===== config.mk =====
export PLATFORM = sky130hd
export DESIGN_NAME = vser_top
export DESIGN_NICKNAME = d
export VERILOG_FILES = /design/src/rtl/vser_pkg.sv /design/src/rtl/vser_capture.sv /design/src/rtl/vser_seq.sv /design/src/rtl/vser_lane.sv /design/src/rtl/vser_top.sv
export SDC_FILE = /design/constraint.sdc
export NUM_CORES = 1
export LEC_CHECK = 0
export ABC_AREA = 0
export CAP_MARGIN = 20
export CORE_MARGIN = 2
export CORE_UTILIZATION = 48
export CTS_CLUSTER_DIAMETER = 200
export DETAILED_ROUTE_END_ITERATION = 8
export PLACE_DENSITY = 0.76
export SLEW_MARGIN = 20
export SYNTH_ARGS = -nofsm -noshare
export SYNTH_HDL_FRONTEND = slang
export SYNTH_HIERARCHICAL = 1
export SYNTH_SLANG_ARGS = --single-unit

===== constraint.sdc =====
create_clock -name clk -period 1.6 [get_ports clk]
set_input_delay 0.32 -clock clk [delete_from_list [all_inputs] [get_ports clk]]
set_output_delay 0.32 -clock clk [all_outputs]
set_load 0.05 [all_outputs]

===== src/rtl/vser_pkg.sv =====
package vser_pkg;

    localparam int unsigned DEF_LANE_BITS = 7;
    localparam int unsigned DEF_DATA_LANES = 3;

    typedef enum logic {
        CAP_RISE = 1'b0,
        CAP_FALL = 1'b1
    } cap_edge_e;

    // Group bit sent in a given slot: slot 0 takes bit 1, then bits
    // descend from 0 wrapping through the top of the group.
    function automatic int unsigned src_bit(int unsigned pos, int unsigned bits);
        return (bits + 1 - pos) % bits;
    endfunction

    // Forwarded clock shape, LSB is slot 0: the first ceil(bits/2) slots high.
    function automatic logic [31:0] clk_shape(int unsigned bits);
        logic [31:0] pat;
        pat = '0;
        for (int unsigned i = 0; i < bits; i++) begin
            pat[i] = (i < (bits + 1) / 2);
        end
        return pat;
    endfunction

endpackage


===== src/rtl/vser_capture.sv =====
module vser_capture
    import vser_pkg::*;
#(
    parameter int unsigned WORD_BITS = 21
) (
    input  logic                 clk,
    input  logic                 rst,
    input  logic                 pd_n,
    input  logic                 cap_fall,
    input  logic                 pclk_in,
    input  logic [WORD_BITS-1:0] word_in,
    output logic [WORD_BITS-1:0] held_word
);

    logic      pclk_q;
    logic      rise_seen;
    logic      fall_seen;
    logic      take;
    cap_edge_e edge_sel;

    assign edge_sel  = cap_edge_e'(cap_fall);
    assign rise_seen = pclk_in & ~pclk_q;
    assign fall_seen = pclk_q & ~pclk_in;

    always_comb begin
        unique case (edge_sel)
            CAP_RISE: take = pd_n & rise_seen;
            CAP_FALL: take = pd_n & fall_seen;
            default:  take = 1'b0;
        endcase
    end

    always_ff @(posedge clk) begin
        if (rst) begin
            pclk_q    <= 1'b0;
            held_word <= '0;
        end else begin
            pclk_q <= pclk_in;
            if (take) begin
                held_word <= word_in;
            end
        end
    end

endmodule


===== src/rtl/vser_seq.sv =====
module vser_seq #(
    parameter int unsigned LANE_BITS = 7,
    localparam int unsigned SLOT_W = $clog2(LANE_BITS)
) (
    input  logic              clk,
    input  logic              rst,
    input  logic              pd_n,
    input  logic              frame_stb,
    output logic              load,
    output logic [SLOT_W-1:0] slot
);

    localparam logic [SLOT_W-1:0] LAST_SLOT = SLOT_W'(LANE_BITS - 1);

    typedef struct packed {
        logic              run;
        logic [SLOT_W-1:0] slot;
    } seq_state_t;

    seq_state_t cur_s;
    seq_state_t nxt_s;

    assign load = pd_n & (frame_stb | (cur_s.run & (cur_s.slot == LAST_SLOT)));
    assign slot = cur_s.slot;

    always_comb begin
        nxt_s = cur_s;
        if (!pd_n) begin
            nxt_s.run  = 1'b0;
            nxt_s.slot = '0;
        end else if (load) begin
            nxt_s.run  = 1'b1;
            nxt_s.slot = '0;
        end else if (cur_s.run) begin
            nxt_s.slot = cur_s.slot + 1'b1;
        end
    end

    always_ff @(posedge clk) begin
        if (rst) begin
            cur_s <= '0;
        end else begin
            cur_s <= nxt_s;
        end
    end

endmodule


===== src/rtl/vser_lane.sv =====
module vser_lane
    import vser_pkg::*;
#(
    parameter int unsigned LANE_BITS = 7,
    parameter bit          REORDER   = 1'b1
) (
    input  logic                 clk,
    input  logic                 rst,
    input  logic                 clr,
    input  logic                 load,
    input  logic [LANE_BITS-1:0] par_in,
    output logic                 ser_out
);

    logic [LANE_BITS-1:0] image;
    logic [LANE_BITS-1:0] sh_q;

    generate
        if (REORDER) begin : g_reorder
            for (genvar p = 0; p < LANE_BITS; p++) begin : g_pos
                assign image[p] = par_in[src_bit(p, LANE_BITS)];
            end
        end else begin : g_straight
            assign image = par_in;
        end
    endgenerate

    always_ff @(posedge clk) begin
        if (rst || clr) begin
            sh_q <= '0;
        end else if (load) begin
            sh_q <= image;
        end else begin
            sh_q <= {1'b0, sh_q[LANE_BITS-1:1]};
        end
    end

    assign ser_out = sh_q[0];

endmodule


===== src/rtl/vser_top.sv =====
module vser_top
    import vser_pkg::*;
#(
    parameter int unsigned LANE_BITS      = DEF_LANE_BITS,
    parameter int unsigned NUM_DATA_LANES = DEF_DATA_LANES,
    localparam int unsigned WORD_BITS = LANE_BITS * NUM_DATA_LANES,
    localparam int unsigned SLOT_W    = $clog2(LANE_BITS)
) (
    input  logic                      clk,
    input  logic                      rst,
    input  logic                      pd_n,
    input  logic                      cap_fall,
    input  logic                      pclk_in,
    input  logic [WORD_BITS-1:0]      pix_word,
    input  logic                      frame_stb,
    output logic [NUM_DATA_LANES-1:0] lane_data,
    output logic                      lane_clk
);

    localparam logic [31:0]          SHAPE_FULL = clk_shape(LANE_BITS);
    localparam logic [LANE_BITS-1:0] CLK_SHAPE  = SHAPE_FULL[LANE_BITS-1:0];

    logic [WORD_BITS-1:0] held_word;
    logic                 seq_load;
    logic [SLOT_W-1:0]    seq_slot;
    logic                 lanes_clr;

    assign lanes_clr = ~pd_n;

    vser_capture #(.WORD_BITS(WORD_BITS)) u_capture (
        .clk       (clk),
        .rst       (rst),
        .pd_n      (pd_n),
        .cap_fall  (cap_fall),
        .pclk_in   (pclk_in),
        .word_in   (pix_word),
        .held_word (held_word)
    );

    vser_seq #(.LANE_BITS(LANE_BITS)) u_seq (
        .clk       (clk),
        .rst       (rst),
        .pd_n      (pd_n),
        .frame_stb (frame_stb),
        .load      (seq_load),
        .slot      (seq_slot)
    );

    generate
        for (genvar k = 0; k < NUM_DATA_LANES; k++) begin : g_data
            vser_lane #(.LANE_BITS(LANE_BITS), .REORDER(1'b1)) u_lane (
                .clk     (clk),
                .rst     (rst),
                .clr     (lanes_clr),
                .load    (seq_load),
                .par_in  (held_word[k*LANE_BITS +: LANE_BITS]),
                .ser_out (lane_data[k])
            );
        end
    endgenerate

    vser_lane #(.LANE_BITS(LANE_BITS), .REORDER(1'b0)) u_clk_lane (
        .clk     (clk),
        .rst     (rst),
        .clr     (lanes_clr),
        .load    (seq_load),
        .par_in  (CLK_SHAPE),
        .ser_out (lane_clk)
    );

endmodule


# After elaboration in Yosys (flattened, before gate mapping)
# Index checks and enable logic that the tools add are counted.
# totals
ff_bits	53
# op_classes
addsub	1
eq_ne	1
n_mux	5
bitwise_logic	12
n_reduce_logical	5
# ops
op	count
two-way mux 6 bit	3
AND 1 bit	6
OR reduction 2 bit	3
inverter 1 bit	5
two-way mux 4 bit	1
adder 3 x 1 -> 3 bit (second input constant)	1
equality test 3 bit (second input constant)	1
OR reduction 3 bit	1
case mux 1 bit (2 select lines)	1
logical OR 1 bit	1
bitwise OR 1 bit	1

# Logic depth before layout (Yosys ltp)
# depth
ltp_word	6
mapped_depth	7
mapped_depth_nobuf	6

# Hierarchy
# The synthesis kept the hierarchy.
# modules_own_cells
module	n_inst	cells_each	area_per_inst_um2	seq_area_each_um2
vser_lane	4	24	246.5	140.1
vser_capture	1	95	983.4	440.4
vser_seq	1	23	241.5	80.1
vser_top	1	3	11.3	0.0

# Worst setup path after synthesis
# No wires, ideal clock.
# synth_timing
kind	register to register
from	reg u_seq.cur_s, in the netlist u_seq/slot[0]
to	reg g_data[0].u_lane.sh_q[0]
setup_time_ns	0.115
arrival_time_ns	1.392
required_ns	1.485
setup_slack_ns	0.092
path_stages_with_launch	8
n_path_buf	1
synth_period_minus_slack_ns	1.508
path_cell_list	dfxtp_1 inv_1 ha_1 a31o_1 and2_1 buf_2 mux2i_1 nor2_1
# synth_via
elab_chain_cells	5
# synth_lines
item	line	rtl
from (decl)	vser_seq.sv:20	seq_state_t cur_s;
from (signal assigned)	vser_seq.sv:43	cur_s <= nxt_s;
equality test 3 bit	vser_seq.sv:23	assign load = pd_n & (frame_stb | (cur_s.run & (cur_s.slot == LAST_SLOT)));
AND 1 bit	vser_seq.sv:23	
bitwise OR 1 bit	vser_seq.sv:23	
AND 1 bit	vser_seq.sv:23	
net seq_load	vser_top.sv:24	logic seq_load;
two-way mux 6 bit	vser_lane.sv:31	end else if (load) begin
to (signal assigned)	vser_lane.sv:32	sh_q <= image;
to (signal assigned)	vser_lane.sv:34	sh_q <= {1'b0, sh_q[LANE_BITS-1:1]};
to (decl)	vser_lane.sv:16	logic [LANE_BITS-1:0] sh_q;
# The timed path passes the listed nets, and every way through them passes these cells.
# A chain may end at the register's enable or synchronous reset.

# Worst setup path after layout
# layout_timing
from	reg u_seq.cur_s, in the netlist u_seq/slot[0]
to	reg u_clk_lane.sh_q[0]
# layout_via
elab_chain_cells	5
# layout_lines
item	line
equality test 3 bit	vser_seq.sv:23
AND 1 bit	vser_seq.sv:23
bitwise OR 1 bit	vser_seq.sv:23
AND 1 bit	vser_seq.sv:23
net seq_load	vser_top.sv:24
two-way mux 4 bit	vser_lane.sv:31
to (signal assigned)	vser_lane.sv:32
to (signal assigned)	vser_lane.sv:34
to (decl)	vser_lane.sv:16
# The timed path passes the listed nets, and every way through them passes these cells.

==> impl_metrics.env <==
export IMPL_dp_cells=297
export IMPL_synth_area_per_cell_sq_um=10.3
export IMPL_syn_inst=214
export IMPL_hold_depth=2
export IMPL_first_pass_iters=4
export IMPL_path_class="reg -> reg"
export IMPL_die_h_microns=71.7
export IMPL_hold_viol_final=0
export IMPL_clockBufferDepth=2
export IMPL_drive_above_1_share_pct=12.2
export IMPL_cp_start_kind="register"
export IMPL_track_usage_pct=14.5
export IMPL_drt_initial_drc_count=30
export IMPL_antenna_cells=0
export IMPL_ir_worst_vdd_v=0.000580
export IMPL_clkTransAtPathRegs_ps=90
export IMPL_timing_fmax_mhz=674
export IMPL_hold_path_class="reg -> reg"
export IMPL_timing_final_max_slew_violations=0
export IMPL_worstPathCellList="inv_1 > ha_1 > a31o_1 > and2_4 > clkbuf_16 > mux2i_1 > nor2_1"
export IMPL_final_period_utilization_pct=92.7
export IMPL_p_leak_uw=0.00103
export IMPL_p_total_uw=2490
export IMPL_portBuffers=30
export IMPL_p_per_area_mw_per_mm2=906
export IMPL_cts_tree="yes"
export IMPL_cts_sinks=54
export IMPL_num_rows=24
export IMPL_insertion_delay_ps=300
export IMPL_antenna_found_initial=0
export IMPL_stdcell_count=306
export IMPL_critPathArrivalTime_ps=1670
export IMPL_hold_slack_ps=442
export IMPL_route_detailed_drc=0
export IMPL_die_w_microns=71.7
export IMPL_syn2layout_area_growth_pct=25.1
export IMPL_grt_start_max_net_pins=29
export IMPL_min_period_ps=1480
export IMPL_synth_area_sq_mm=0.00220
export IMPL_place_ws_ps=-133
export IMPL_fin_ws_ps=117
export IMPL_r2r_cells=7
export IMPL_yosys_warnings=6
export IMPL_grt_pass1_vias=1371
export IMPL_initial_core_util_pct=50.2
export IMPL_finClkSkew_ps=7.71
export IMPL_finalSetupViolCount=0
export IMPL_rsz0062_at_grt="no"
export IMPL_place_gp_congestion=0.728
export IMPL_place_area_sq_mm=0.00261
export IMPL_io_pins=31
export IMPL_grt_overflow=0
export IMPL_dieArea_sq_mm=0.00514
export IMPL_cp_required_ps=1780
export IMPL_maxCapViolCount=0
export IMPL_nNetsFinal=282
export IMPL_coreArea_sq_mm=0.00438
export IMPL_vias_per_cell=4.70
export IMPL_antenna_left=0
export IMPL_htreeDepth=2
export IMPL_path_max_fanout=14
export IMPL_cp_slowest_cell="dfxtp_2"
export IMPL_vias=1438
export IMPL_end_kind="register"
export IMPL_grt_pass1_wl_mm=5.93
export IMPL_cts_setup_buffers=0
export IMPL_numCtsBuffers=5
export IMPL_slowest_delay_ps=330
export IMPL_routed_wl_mm=3.55
export IMPL_fin_area_sq_mm=0.00275
export IMPL_status="finished clean"
export IMPL_clockRootBuffer="clkbuf_8"
export IMPL_dp_hpwl_mm=2.47
export IMPL_avgRoutedWirePerCell_microns=11.6
## metal layers
layer / vias up / part of all wire (%) / track usage (%)
li1: 757 / - / -
met1: 654 / 48 / 18.7
met2: 23 / 48 / 24.1
met3: 4 / 3.2 / 2.95
met4: 0 / 1.0 / 5.03
met5: - / 0 / 0
## worst max-delay path: cells and delay by family, from the launching register on
| family | cells | cell delay (ps) |
|---|---|---|
| DFF | 1 | 330 |
| and+or+nand+nor | 2 | 240 |
| AOI/OAI and AO/OA | 1 | 230 |
| buffers and inverters | 2 | 220 |
| adders and majority gates | 1 | 190 |
| muxes | 1 | 150 |
## worst paths after layout
kind                                             start                        to  slack, ps
worst max-delay path                     u_seq/slot[0]        u_clk_lane/sh_q[0]        120
worst min-delay path            u_capture/held_word[2]  g_data[0].u_lane/sh_q[6]        440
worst max register to register           u_seq/slot[0]        u_clk_lane/sh_q[0]        120
worst min register to register  u_capture/held_word[2]  g_data[0].u_lane/sh_q[6]        440
## metrics by stage
step / setup TNS, ps / util (%)
floorplan: 0 / -
global placement: -1600 / 59.4
detailed placement: -2740 / 59.4
CTS: 0 / 61.9
global route: 0 / 62.8
finish: 0 / 62.8
## area by class of cell
type	instances	area, sq um
Timing Repair Buffer	42	435
Inverter	2	7.51
Fill cell	364	1630
Tap cell	52	65.1
Clock buffer	8	110
Sequential cell	54	1080
Multi-Input combinational cell	148	1050
## cell usage in the layout, fill, tap and decap left out, drive strengths merged
cell and n:
nand4b 1, clkbuf 9, or2 4, nand3b 1
inv 2, a21bo 1, mux2i 45, clkdlybuf4s50 26
nand4bb 1, dfxtp 54, ha 2, nand2 5
conb 7, nand2b 43, and2 1, buf 15
xnor2 1, nor2 31, a31o 1, a211oi 1
nor3 1, a2111oi 1, nor2b 1
## sequential cells by signal (all words and copies together) (netlist names)
signal and count:
g_data.u_lane/sh_q 21, u_capture/held_word 21, u_capture/pclk_q 1, u_clk_lane/sh_q 7, u_seq/cur_s 1, u_seq/slot 3
## timing repair
action / 4_1_cts / 5_1_grt
endpoints found under the setup margin: 0 / 5
hold buffers: 0 / 0
hold endpoints to repair: 0 / 0
gates resized for setup: 0 / 5
## power breakdown
part / leakage (uW) / switching [uW] / total (uW) / internal, uW
registers: 0.000438 / 14.4 / 1390 / 1370
logic: 0.000531 / 108 / 267 / 159
clock network: 0.0000575 / 402 / 839 / 437
Note: power is estimated with default switching activity, not from simulation.
